==> src/rtl/pmb_pkg.sv <==
// Shared command codes, link states and CRC-8 helper for the PMBus target.
// Assumes byte-wide CRC stepping is cheap enough to evaluate combinationally.
package pmb_pkg;
    localparam logic [7:0] CMD_OPER   = 8'h01;
    localparam logic [7:0] CMD_CLR    = 8'h03;
    localparam logic [7:0] CMD_STORE  = 8'h11;
    localparam logic [7:0] CMD_VOUT   = 8'h21;
    localparam logic [7:0] CMD_STAT_B = 8'h78;
    localparam logic [7:0] CMD_STAT_W = 8'h79;
    localparam logic [6:0] ADDR_FALLBACK = 7'd127;
    localparam logic [7:0] PEC_POLY = 8'h07;

    typedef enum logic [2:0] {
        LK_IDLE, LK_RX, LK_ACKW, LK_ACK, LK_TX, LK_TXA, LK_TXN
    } link_st_t;

    // One CRC-8 update over a full byte, MSB first.
    function automatic logic [7:0] crc8_step(input logic [7:0] c, input logic [7:0] b);
        logic [7:0] r;
        r = c ^ b;
        for (int i = 0; i < 8; i++) begin
            r = r[7] ? ((r << 1) ^ PEC_POLY) : (r << 1);
        end
        return r;
    endfunction

    // Data length of a command; 0 for command-only codes and unknown codes.
    function automatic logic [2:0] cmd_len(input logic [7:0] c);
        case (c)
            CMD_OPER, CMD_STAT_B: return 3'd1;
            CMD_VOUT, CMD_STAT_W: return 3'd2;
            default:              return 3'd0;
        endcase
    endfunction

    function automatic logic cmd_known(input logic [7:0] c);
        return (c == CMD_OPER) || (c == CMD_CLR) || (c == CMD_STORE) ||
               (c == CMD_VOUT) || (c == CMD_STAT_B) || (c == CMD_STAT_W);
    endfunction
endpackage

==> src/rtl/pmb_sync.sv <==
// Input synchronizer for an idle-high bus line.
// Assumes STAGES >= 1; resets to the idle (high) level.
module pmb_sync #(
    parameter int STAGES = 2
) (
    input  logic clk,
    input  logic rst_n,
    input  logic d,
    output logic q
);
    logic [STAGES-1:0] chain;

    generate
        if (STAGES == 1) begin : g_one
            // Single flop stage.
            always_ff @(posedge clk) begin
                if (!rst_n) chain <= '1;
                else        chain <= d;
            end
        end else begin : g_many
            // Shift chain of STAGES flops.
            always_ff @(posedge clk) begin
                if (!rst_n) chain <= '1;
                else        chain <= {chain[STAGES-2:0], d};
            end
        end
    endgenerate

    assign q = chain[STAGES-1];
endmodule

==> src/rtl/pmb_addr.sv <==
// Resolves the 7-bit target address from two strapped octal digits.
// Out-of-range digits and reserved codes fall back to address 127.
module pmb_addr
    import pmb_pkg::*;
(
    input  logic [2:0] hi,
    input  logic [2:0] lo,
    input  logic       hi_bad,
    input  logic       lo_bad,
    output logic [6:0] addr
);
    logic [6:0] raw;
    logic       reserved;

    // Combine digits and screen the reserved set.
    always_comb begin
        raw      = {1'b0, hi, lo};
        reserved = (raw <= 7'd12) || (raw == 7'd40) || (raw == 7'd44) ||
                   (raw == 7'd45) || (raw == 7'd55);
        addr     = (hi_bad || lo_bad || reserved) ? ADDR_FALLBACK : raw;
    end
endmodule

==> src/rtl/pmb_link.sv <==
// Bit-level SMBus target engine: START/STOP detection, byte receive with
// acknowledge, byte transmit with host acknowledge. Inputs are already
// synchronized. Data line changes are made only after a clock fall.
module pmb_link
    import pmb_pkg::*;
(
    input  logic       clk,
    input  logic       rst_n,
    input  logic       scl_s,
    input  logic       sda_s,
    input  logic       ack_en,
    input  logic       tx_go,
    input  logic [7:0] tx_byte,
    output logic       start_evt,
    output logic       stop_evt,
    output logic       rx_done,
    output logic [7:0] rx_byte,
    output logic       tx_load,
    output logic       sda_oe
);
    localparam int CNT_W = 4;
    localparam logic [CNT_W-1:0] LAST_BIT = CNT_W'(7);
    localparam logic [CNT_W-1:0] ALL_BITS = CNT_W'(8);

    link_st_t         st;
    logic             scl_q, sda_q, ack_q;
    logic [CNT_W-1:0] cnt;
    logic [7:0]       shreg;
    logic             scl_rise, scl_fall;

    // Line edge and bus condition decode.
    always_comb begin
        scl_rise  = scl_s & ~scl_q;
        scl_fall  = ~scl_s & scl_q;
        start_evt = scl_s & scl_q & sda_q & ~sda_s;
        stop_evt  = scl_s & scl_q & ~sda_q & sda_s;
        rx_done   = (st == LK_RX) && scl_rise && (cnt == LAST_BIT);
        rx_byte   = {shreg[6:0], sda_s};
        tx_load   = scl_fall && (((st == LK_ACK) && tx_go) || (st == LK_TXN));
    end

    // Previous line levels for edge detection.
    always_ff @(posedge clk) begin
        if (!rst_n) begin
            scl_q <= 1'b1;
            sda_q <= 1'b1;
        end else begin
            scl_q <= scl_s;
            sda_q <= sda_s;
        end
    end

    // Bit sequencer.
    always_ff @(posedge clk) begin
        if (!rst_n) begin
            st     <= LK_IDLE;
            cnt    <= '0;
            shreg  <= '0;
            ack_q  <= 1'b0;
            sda_oe <= 1'b0;
        end else if (start_evt) begin
            st     <= LK_RX;
            cnt    <= '0;
            sda_oe <= 1'b0;
        end else if (stop_evt) begin
            st     <= LK_IDLE;
            sda_oe <= 1'b0;
        end else begin
            case (st)
                LK_RX: if (scl_rise) begin
                    shreg <= rx_byte;
                    if (cnt == LAST_BIT) begin
                        st    <= LK_ACKW;
                        ack_q <= ack_en;
                        cnt   <= '0;
                    end else begin
                        cnt <= cnt + 1'b1;
                    end
                end
                LK_ACKW: if (scl_fall) begin
                    if (ack_q) begin
                        sda_oe <= 1'b1;
                        st     <= LK_ACK;
                    end else begin
                        st <= LK_IDLE;
                    end
                end
                LK_ACK: if (scl_fall) begin
                    cnt <= '0;
                    if (tx_go) begin
                        shreg  <= tx_byte;
                        sda_oe <= ~tx_byte[7];
                        st     <= LK_TX;
                    end else begin
                        sda_oe <= 1'b0;
                        st     <= LK_RX;
                    end
                end
                LK_TX: begin
                    if (scl_rise) cnt <= cnt + 1'b1;
                    if (scl_fall) begin
                        if (cnt == ALL_BITS) begin
                            sda_oe <= 1'b0;
                            st     <= LK_TXA;
                        end else begin
                            sda_oe <= ~shreg[6];
                            shreg  <= shreg << 1;
                        end
                    end
                end
                LK_TXA: if (scl_rise) st <= sda_s ? LK_IDLE : LK_TXN;
                LK_TXN: if (scl_fall) begin
                    shreg  <= tx_byte;
                    sda_oe <= ~tx_byte[7];
                    cnt    <= '0;
                    st     <= LK_TX;
                end
                default: st <= LK_IDLE;
            endcase
        end
    end

    // The data line may only start being pulled while the clock is low.
    assert_oe_scl_low_R4: assert property (@(posedge clk) disable iff (!rst_n)
        $rose(sda_oe) |-> !scl_s);
endmodule

==> src/rtl/pmbus_target.sv <==
// PMBus target top: synchronizers, address resolution, bit engine and the
// transaction/command layer with PEC, status latches, alert and store strobe.
// Assumes the host does not stretch the clock and uses no block transfers.
module pmbus_target
    import pmb_pkg::*;
#(
    parameter int          SYNC_STAGES = 2,
    parameter logic [7:0]  OP_RESET    = 8'h80,
    parameter logic [15:0] VOUT_RESET  = 16'h0000
) (
    input  logic        clk,
    input  logic        rst_n,
    input  logic        scl_i,
    input  logic        sda_i,
    output logic        sda_oe,
    input  logic [2:0]  strap_hi,
    input  logic        strap_hi_bad,
    input  logic [2:0]  strap_lo,
    input  logic        strap_lo_bad,
    input  logic        fault_i,
    output logic        alert_n,
    output logic [6:0]  own_addr,
    output logic [7:0]  op_q,
    output logic [15:0] vout_q,
    output logic        store_pulse
);
    localparam int IDX_W = 2;
    localparam int NB_W  = 3;

    logic scl_s, sda_s;
    logic start_evt, stop_evt, rx_done, tx_load, ack_en;
    logic [7:0] rx_byte, tx_byte;

    logic             in_txn, sel, rd_phase, have_cmd;
    logic [IDX_W-1:0] idx;
    logic [NB_W-1:0]  nbytes;
    logic [1:0]       tcnt;
    logic [7:0]       cmd, d0, d1, crc;
    logic             flt, cml;
    logic [15:0]      rd_val;
    logic [7:0]       status;
    logic [NB_W-1:0]  len;
    logic             wr_end, len_ok, wr_ok, wr_bad, clear_cmd, cml_set;

    pmb_sync #(.STAGES(SYNC_STAGES)) u_scl_sync (.clk(clk), .rst_n(rst_n), .d(scl_i), .q(scl_s));
    pmb_sync #(.STAGES(SYNC_STAGES)) u_sda_sync (.clk(clk), .rst_n(rst_n), .d(sda_i), .q(sda_s));

    pmb_addr u_addr (
        .hi(strap_hi), .lo(strap_lo), .hi_bad(strap_hi_bad), .lo_bad(strap_lo_bad),
        .addr(own_addr)
    );

    pmb_link u_link (
        .clk(clk), .rst_n(rst_n), .scl_s(scl_s), .sda_s(sda_s),
        .ack_en(ack_en), .tx_go(rd_phase), .tx_byte(tx_byte),
        .start_evt(start_evt), .stop_evt(stop_evt), .rx_done(rx_done),
        .rx_byte(rx_byte), .tx_load(tx_load), .sda_oe(sda_oe)
    );

    // Acknowledge decision for the byte just received.
    always_comb begin
        if (idx == '0)
            ack_en = (rx_byte[7:1] == own_addr) && (!rx_byte[0] || have_cmd);
        else if (idx == IDX_W'(1))
            ack_en = sel && cmd_known(rx_byte);
        else
            ack_en = sel;
    end

    // Read-back value and next byte to transmit (data, then PEC).
    always_comb begin
        status = {6'b0, cml, flt};
        case (cmd)
            CMD_OPER:               rd_val = {8'h00, op_q};
            CMD_VOUT:               rd_val = vout_q;
            CMD_STAT_B, CMD_STAT_W: rd_val = {8'h00, status};
            default:                rd_val = 16'h0000;
        endcase
        len = cmd_len(cmd);
        if ({1'b0, tcnt} < len) tx_byte = tcnt[0] ? rd_val[15:8] : rd_val[7:0];
        else                    tx_byte = crc;
    end

    // Write acceptance at STOP: exact length, or length plus a valid PEC.
    always_comb begin
        wr_end    = stop_evt && in_txn && sel && have_cmd && !rd_phase;
        len_ok    = (nbytes == len) || ((nbytes == len + 1'b1) && (crc == 8'h00));
        wr_ok     = wr_end && len_ok;
        wr_bad    = wr_end && !len_ok;
        clear_cmd = wr_ok && (cmd == CMD_CLR);
        cml_set   = (rx_done && (idx == IDX_W'(1)) && sel && !ack_en) || wr_bad;
    end

    // Transaction tracking, data capture and running CRC.
    always_ff @(posedge clk) begin
        if (!rst_n) begin
            in_txn <= 1'b0; sel <= 1'b0; rd_phase <= 1'b0; have_cmd <= 1'b0;
            idx <= '0; nbytes <= '0; tcnt <= '0;
            cmd <= '0; d0 <= '0; d1 <= '0; crc <= '0;
        end else if (start_evt) begin
            idx    <= '0;
            tcnt   <= '0;
            in_txn <= 1'b1;
            if (!in_txn) begin
                crc <= '0; nbytes <= '0; have_cmd <= 1'b0; rd_phase <= 1'b0; sel <= 1'b0;
            end
        end else if (stop_evt) begin
            in_txn <= 1'b0;
            sel    <= 1'b0;
        end else if (rx_done) begin
            if (idx != '1) idx <= idx + 1'b1;
            if (idx == '0) begin
                sel <= ack_en;
                if (ack_en) begin
                    crc      <= crc8_step(crc, rx_byte);
                    rd_phase <= rx_byte[0];
                end
            end else if (idx == IDX_W'(1)) begin
                if (ack_en) begin
                    cmd      <= rx_byte;
                    have_cmd <= 1'b1;
                    crc      <= crc8_step(crc, rx_byte);
                end
            end else begin
                if (nbytes == '0) d0 <= rx_byte;
                if (nbytes == NB_W'(1)) d1 <= rx_byte;
                if (nbytes != '1) nbytes <= nbytes + 1'b1;
                crc <= crc8_step(crc, rx_byte);
            end
        end else if (tx_load) begin
            crc <= crc8_step(crc, tx_byte);
            if (tcnt != '1) tcnt <= tcnt + 1'b1;
        end
    end

    // Volatile configuration registers and store strobe.
    always_ff @(posedge clk) begin
        if (!rst_n) begin
            op_q        <= OP_RESET;
            vout_q      <= VOUT_RESET;
            store_pulse <= 1'b0;
        end else begin
            store_pulse <= wr_ok && (cmd == CMD_STORE);
            if (wr_ok && (cmd == CMD_OPER)) op_q   <= d0;
            if (wr_ok && (cmd == CMD_VOUT)) vout_q <= {d1, d0};
        end
    end

    // Status latches: set by fault input or bus errors, cleared by command.
    always_ff @(posedge clk) begin
        if (!rst_n) begin
            flt <= 1'b0;
            cml <= 1'b0;
        end else begin
            flt <= clear_cmd ? fault_i : (flt | fault_i);
            cml <= clear_cmd ? 1'b0 : (cml | cml_set);
        end
    end

    assign alert_n = ~(flt | cml);

    assert_bad_strap_R2: assert property (@(posedge clk) disable iff (!rst_n)
        (strap_hi_bad || strap_lo_bad) |-> (own_addr == ADDR_FALLBACK));

    assert_no_reserved_R3: assert property (@(posedge clk) disable iff (!rst_n)
        (own_addr > 7'd12) && (own_addr != 7'd40) && (own_addr != 7'd44) &&
        (own_addr != 7'd45) && (own_addr != 7'd55));

    assert_commit_at_stop_R5: assert property (@(posedge clk) disable iff (!rst_n)
        (!$stable(op_q) || !$stable(vout_q)) |-> $past(stop_evt));

    assert_fault_alert_R9: assert property (@(posedge clk) disable iff (!rst_n)
        fault_i |=> !alert_n);

    assert_release_by_clear_R10: assert property (@(posedge clk) disable iff (!rst_n)
        $rose(alert_n) |-> $past(clear_cmd));

    assert_store_single_R11: assert property (@(posedge clk) disable iff (!rst_n)
        store_pulse |=> !store_pulse);
endmodule

==> config.mk <==
export PLATFORM = sky130hd
export DESIGN_NAME = pmbus_target
export DESIGN_NICKNAME = d
export VERILOG_FILES = /design/src/rtl/pmb_pkg.sv /design/src/rtl/pmb_sync.sv /design/src/rtl/pmb_addr.sv /design/src/rtl/pmb_link.sv /design/src/rtl/pmbus_target.sv
export SDC_FILE = /design/constraint.sdc
export NUM_CORES = 1
export LEC_CHECK = 0
export CAP_MARGIN = 10
export CORE_MARGIN = 2
export CORE_UTILIZATION = 25
export DETAILED_ROUTE_END_ITERATION = 8
export PLACE_DENSITY = 0.46
export SYNTH_ARGS = -nofsm -noshare
export SYNTH_HDL_FRONTEND = slang
export SYNTH_SLANG_ARGS = --single-unit
==> constraint.sdc <==
create_clock -name clk -period 3.6 [get_ports clk]
set_clock_uncertainty 0.2 [all_clocks]
set_input_delay 0.36 -clock clk [delete_from_list [all_inputs] [get_ports clk]]
set_output_delay 0.36 -clock clk [all_outputs]
set_load 0.02 [all_outputs]
; Word-level counts from Yosys, hierarchy flattened
; Index checks and enable logic that the tools add are counted.
; W data, S select, Z words.
[word_totals]
reg_bits = 92
in_bits = 13
output_inout_bits = 34
word_cells = 299
[op_classes]
add_sub_neg = 5
magnitude_cmp = 2
n_eq_ne = 57
n_mux = 91
n_bitwise = 41
n_reduce_logical = 77
[ops]
columns = operator, count
row1 = $mux W3, 33
row2 = $mux W8, 10
row3 = $mux W7, 7
row4 = $not A3 Y3, 16
row5 = $pmux W16 S3, 1
row6 = $reduce_and A6 Y1, 6
row7 = $eq A8 B7 Y1 const B, 4
row8 = $mux W1, 30
row9 = $ne A4 B3 Y1 const B, 7
row10 = $pmux W7 S4, 1
row11 = $eq A6 B6 Y1 const B, 4
row12 = $logic_and A1 B1 Y1, 20
row13 = $ne A2 B1 Y1 const B, 10
row14 = $ne A2 B2 Y1 const B, 9
row15 = $pmux W3 S6, 1
row16 = $eq A8 B1 Y1 const B, 2
row17 = $eq A8 B2 Y1 const B, 2
row18 = $eq A8 B5 Y1 const B, 2
row19 = $eq A8 B6 Y1 const B, 2
row20 = $mux W4, 4
row21 = $reduce_and A8 Y1, 2
row22 = $xor A8 B8 Y8, 2
row23 = $logic_or A1 B1 Y1, 15
row24 = $reduce_and A5 Y1, 3
row25 = 34 further kinds, 80

; Longest topological paths before layout
[depth]
depth_word = 26
depth_mapped = 14
ltp_nobuf = 12

; Hierarchy
; From an unflattened synthesis, not the netlist that was laid out.
[hier_totals]
cells_unflattened = 623
hier_area_um2 = 5410.2
[by_module_without_submodules]
columns = mod, n_inst, cells_per_inst, area_per_inst_um2, seq_area_each_um2
row1 = pmbus_target, 1, 460, 4051.4, 1401.3
row2 = pmb_link, 1, 141, 1153.6, 360.3
row3 = pmb_sync, 2, 4, 52.6, 40.0
row4 = pmb_addr, 1, 14, 100.1, 0.0

; Worst setup path after synthesis
; Ideal clock, no wire load.
[synth_timing]
path_kind = flip-flop to flip-flop
startpoint = register cmd[5]
endpoint = register vout_q[10]
setup_ns = 0.128
arrival_ns = 2.703
required_time_ns = 3.272
path_slack_ns = 0.570
stages_incl_launch_ff = 15
path_buffers = 3
synth_period_minus_slack_ns = 3.030
cell_sequence = dfxtp_1 clkbuf_1 nand3_1 o32a_1 nor3_1 ha_1 xor2_1 nor2_1 o2111ai_1 o41ai_2 nor4b_2 buf_4 buf_6 mux2i_1 nor2_1
[synth_between]
elab_chain_len = 9
word_cells_on_any_way = 14
cone_classes = 1 x add/sub / 6 x eq/ne / 1 x mux / 6 x reduce/logical
[synth_lines]
columns = element, line
row1 = start: declaration, pmbus_target.sv:38  ; logic [7:0] cmd, d0, d1, crc;
row2 = start signal: assignment, pmbus_target.sv:120  ; cmd <= rx_byte;
row3 = $eq A8 B6 Y1 (tied with other cells), "pmb_pkg.sv:29, pmbus_target.sv:145"
row4 = $reduce_or A2 Y1, pmb_pkg.sv:29  ; case (c)
row5 = $pmux W2 S2, pmb_pkg.sv:29
row6 = $add A3 B1 Y3, pmbus_target.sv:87  ; len_ok = (nbytes == len) || ((nbytes == len + 1'b1) && (crc == 8'h00));
row7 = $eq A3 B3 Y1, pmbus_target.sv:87
row8 = $logic_and A1 B1 Y1, pmbus_target.sv:87
row9 = $logic_or A1 B1 Y1, pmbus_target.sv:87
row10 = $logic_and A1 B1 Y1, pmbus_target.sv:88  ; wr_ok = wr_end && len_ok;
row11 = $logic_and A1 B1 Y1 *, pmbus_target.sv:145  ; if (wr_ok && (cmd == CMD_VOUT)) vout_q <= {d1, d0};
row12 = end signal: assignment, pmbus_target.sv:145
row13 = end: declaration, pmbus_target.sv:24  ; output logic [15:0] vout_q,
; Every way passes the cells marked *; elsewhere a longest branch is shown, timed or not.
; A chain may end at the register's enable or synchronous reset.

; Worst setup path in the final report
[layout_timing]
startpoint = register cmd[3]
endpoint = register crc[4]
[layout_between]
elab_chain_len = 15
word_cells_on_any_way = 22
cone_classes = 1 x order compare / 4 x eq/ne / 11 x mux / 3 x bitwise / 3 x reduce/logical
[layout_lines]
columns = element, line
row1 = $eq A8 B6 Y1 (tied with other cells), "pmb_pkg.sv:29, pmbus_target.sv:73"
row2 = "$reduce_or A2 Y1, on equally long branches", "pmb_pkg.sv:29, pmbus_target.sv:73"
row3 = $pmux W2 S2 / $pmux W16 S3 (equally long branches), "pmb_pkg.sv:29, pmbus_target.sv:73"
row4 = $lt A2 B3 Y1 / $mux W8 (equally long branches), pmbus_target.sv:80  ; if ({1'b0, tcnt} < len) tx_byte = tcnt[0] ? rd_val[15:8] : rd_val[7:0];
row5 = $mux W8 *, pmbus_target.sv:80
row6 = $xor A8 B8 Y8 *, pmb_pkg.sv:20  ; r = c ^ b;
row7 = $mux W3, pmb_pkg.sv:22  ; r = r[7] ? ((r << 1) ^ PEC_POLY) : (r << 1);
row8 = $not A3 Y3 (no line), --
row9 = $mux W3, pmb_pkg.sv:22
row10 = $not A3 Y3 (no line), --
row11 = $mux W3 *, pmb_pkg.sv:22
row12 = $mux W8 *, pmbus_target.sv:130  ; end else if (tx_load) begin
row13 = $mux W8 *, pmbus_target.sv:110  ; end else if (rx_done) begin
row14 = $mux W8 *, pmbus_target.sv:107  ; end else if (stop_evt) begin
row15 = $mux W8 *, pmbus_target.sv:100  ; end else if (start_evt) begin
row16 = end signal: assignment, pmbus_target.sv:115  ; crc <= crc8_step(crc, rx_byte);
row17 = end signal: assignment, pmbus_target.sv:128  ; crc <= crc8_step(crc, rx_byte);
row18 = end signal: assignment, pmbus_target.sv:131  ; crc <= crc8_step(crc, tx_byte);
row19 = end: declaration, pmbus_target.sv:38
; Every way passes the cells marked *; elsewhere a longest branch is shown, timed or not. The select of a mux whose other input is x is not followed.

==> implementation parameters <==
Parameter                              Value

Cells and area
  Final-stage net count    739
  Area added between synthesis and finish    22.52%
  Post-route design area    6643 sq um
  Number of inserted diodes    0
  Number of fill cells in the layout    2234
  Final core area utilization    31.40%
  Most common cell after layout, fill and taps aside    sky130_fd_sc_hd__dfxtp_1
  Fraction of layout instances using a drive strength above 1    9.192%
  Most frequent cells in the layout    sky130_fd_sc_hd__dfxtp_1, sky130_fd_sc_hd__nor2_1, sky130_fd_sc_hd__nand2_1

Global route
  Overall fraction of global-route tracks in use    14.81%
  Antenna violations before repair    0
  Largest net degree at the start of global routing    63
  Vias in the first global route    4595
  Sum of overflow across all layers after global routing    0
  Global-route wire length before repair    26140 microns

Floorplan
  Number of I/O pins    47
  Initial cell density of the core    25.63%
  Number of placement rows    53
  Die area    22880 sq um
  Die boundary height    151.3 microns
  Die width    151.3 microns
  Core Footprint    21150 sq um

Min path
  Worst min path class    flip-flop to flip-flop
  Number of instances on the worst hold path    1
  Startpoint of the most critical hold path    u_scl_sync.chain[0]
  End point of the most critical hold path    u_scl_sync.chain[1]

Timing
  Share of the clock period used by the worst path after layout    89.05%
  Final-report max-slew violation count    0
  Transition time of the tightest slew-check pin    0.7127 ns
  Worst hold margin    0.2096 ns
  Final hold vios    0
  Min cycle time layout    3.206 ns
  Sum of negative setup slack    0 ns
  Headroom to the max-slew limit    52.42%
  Number of setup violations in the final report    0
  Achievable clock frequency    311.9 MHz
  Least setup slack across all paths after layout    0.3942 ns
  Unrepaired setup endpoints after global routing    false

Worst setup path
  Crit path buffers/inverters    1
  End of the worst register-to-register path    crc[4]
  Critical setup path kind    flip-flop to flip-flop
  Slowest cell delay on critical path    0.58 ns
  Data required time of the worst path    3.68 ns
  Setup slack of the most critical reg-to-reg path    0.39 ns
  Worst Path Arrival    3.29 ns
  Worst reg2reg path startpoint    cmd[3]
  Critical path's slowest cell    sky130_fd_sc_hd__or4b_4
  Chain of cells forming the critical path    or4b_4, nor3_2, o21a_2, inv_1, ha_1, nor3_1, a21oi_1, nor3_1, nand2_1, or2_2, mux2_2, o21ai_0
  Largest fanout of any net on the critical path    6
  Endpoint kind of the worst setup timing path    flip-flop
  Number of cell instances on the worst register-to-register path    12
  Kind of launch point of the worst setup path    flip-flop
  Crit path max-delay family    simple AND/OR/NAND/NOR gates
  Cell mode on critical path    sky130_fd_sc_hd__nor3_1

Route
  Wire length per cell    16.47 microns
  Top metal layer carrying routed signals    met4
  DRC violation total after the first TritonRoute iteration    311
  ANT nets after route    0
  Routed Wire Length    16350 microns
  Routed metal-1 wire length    8287 microns
  DRC errors left    0
  Via total after detailed routing    4791
  Sum of met3 wire segment lengths after detailed routing    593 microns
  Total length of routed met2 wires    7155 microns
  Number of optimization iterations in the first detailed-route pass    4
  Post-detailed-route via-to-cell ratio    4.825

Status
  Outcome    completed

Logic synthesis
  Post-synth top area share    33.97%
  Share of async-settable or async-resettable flops after synthesis    0%
  Post-synth top flop    sky130_fd_sc_hd__dfxtp_1
  Mapped cell area    5421 sq um
  Dominant cells by area after synthesis    sky130_fd_sc_hd__dfxtp_1, sky130_fd_sc_hd__mux2i_1, sky130_fd_sc_hd__nor2_1
  Number of distinct standard cells referenced by the synthesized netlist    68
  Synthesized netlist net count    686
  Number of synthesized flops with an enable pin    0
  Number of synthesized register bits    92
  Post-Synthesis Cells    660
  Post-synth top area cell    sky130_fd_sc_hd__dfxtp_1
  Syn_area_per_cell    8.214 sq um
  Sequential cell area fraction in the yosys report    33.97%
  Synth Warn #    0

CTS
  Clock sinks    92
  Clock Pin Slew Worst Setup and Hold Paths    0.07 ns
  CTS H-Tree Depth    3
  Post-cts repair resize count    0
  CTS Hold Buffers Added    0
  Clock root buffer    sky130_fd_sc_hd__clkbuf_16
  Post-CTS repair timing setup buffer count    0
  Clock tree from TritonCTS    yes
  Number of clock buffers inserted by TritonCTS    9
  CTS max path bufs    2
  Latest clock arrival within the worst-skew pair    0.36 ns

Pwr
  Power density of the placed cells    323.9 nW/um^2
  Worst vdd rail ir drop    0.0001884 V
  Static power due to leakage    2.491 nW

Job
  Number of maximum-capacitance violations    0

Place
  Post-Place Cell Area    6342 sq um
  Pre-CTS setup slack    0.2900 ns
  Count of buffers from port buffering    46
  Global placement routability congestion    0.8720
  DPL Wire Length    12100 microns
==> how the worst max path moves through the flow <==
stage                           start    endpoint  slack, ns  cells past startpoint
after global routing           cmd[0]      crc[4]       0.18                     12
final                          cmd[3]      crc[4]       0.39                     12
after global placement    strap_lo[0]      cmd[4]       0.34                     10
after floorplan                cmd[5]  vout_q[10]       0.57                     14
after detailed placement  strap_lo[0]      cmd[3]       0.29                     10
after CTS                      cmd[3]      crc[4]       0.39                     12
==> registers in the layout (all words and copies together) (netlist names), 3 cells and up <==
signal,cells
u_link.shreg,7
crc,8
u_link.cnt,4
d0,8
d1,8
cmd,8
op_q,8
u_link.st,3
nbytes,3
vout_q,16
==> cells by family after synthesis <==
logic type | Yosys count | share of synthesized area [%]
buffers and inverters | 56 | 4.154
xor gates and xnor gates | 52 | 9.670
AOI/OAI and AO/OA | 140 | 16.94
muxes | 53 | 9.947
DFF | 92 | 33.97
adders and majority gates | 13 | 3.000
and+or+nand+nor | 254 | 22.32
==> cell type report <==
class | instances | area [sq um] | area share, %
sequential | 92 | 1842 | 27.73
timing repair buffer | 76 | 710.7 | 10.70
tap | 275 | 344.1 | 5.180
inverter | 22 | 82.58 | 1.243
clock buffer | 9 | 225.2 | 3.390
clock inverter | 7 | 75.07 | 1.130
multi-input combinational | 512 | 3363 | 50.63
==> metal layers <==
| metal | global-route usage (%) | up-vias |
|---|---|---|
| met1 | 21.35 | 2228 |
| li1 | - | 2436 |
| met5 | 0 | - |
| met3 | 2.319 | 20 |
| met4 | 4.860 | 0 |
| met2 | 22.44 | 107 |
==> where the power goes <==
group	internal, mW	total [mW]	switching, mW
clock network	0.495	0.984	0.489
logic	0.0536	0.135	0.0815
registers	1.02	1.03	0.00883
==> cells in the mapped netlist, drive strengths merged (5+ instances only) <==
master,number
a211oi,6
a21oi,44
a22oi,8
and3,5
buf,7
clkbuf,27
dfxtp,92
ha,13
inv,22
mux2,7
mux2i,46
nand2,77
nand2b,15
nand3,12
nand4,5
nor2,86
nor3,14
nor4,6
o211ai,6
o21a,5
o21ai,28
xnor2,29
xnor3,5
xor2,18
==> metrics by stage <==
stage	instances	total power [mW]
after floorplan	660	1.131
after global placement	977	1.194
after detailed placement	977	1.192
after CTS	993	2.177
after global routing	993	2.232
final	993	2.151
(Power assumes the default switching activity.)
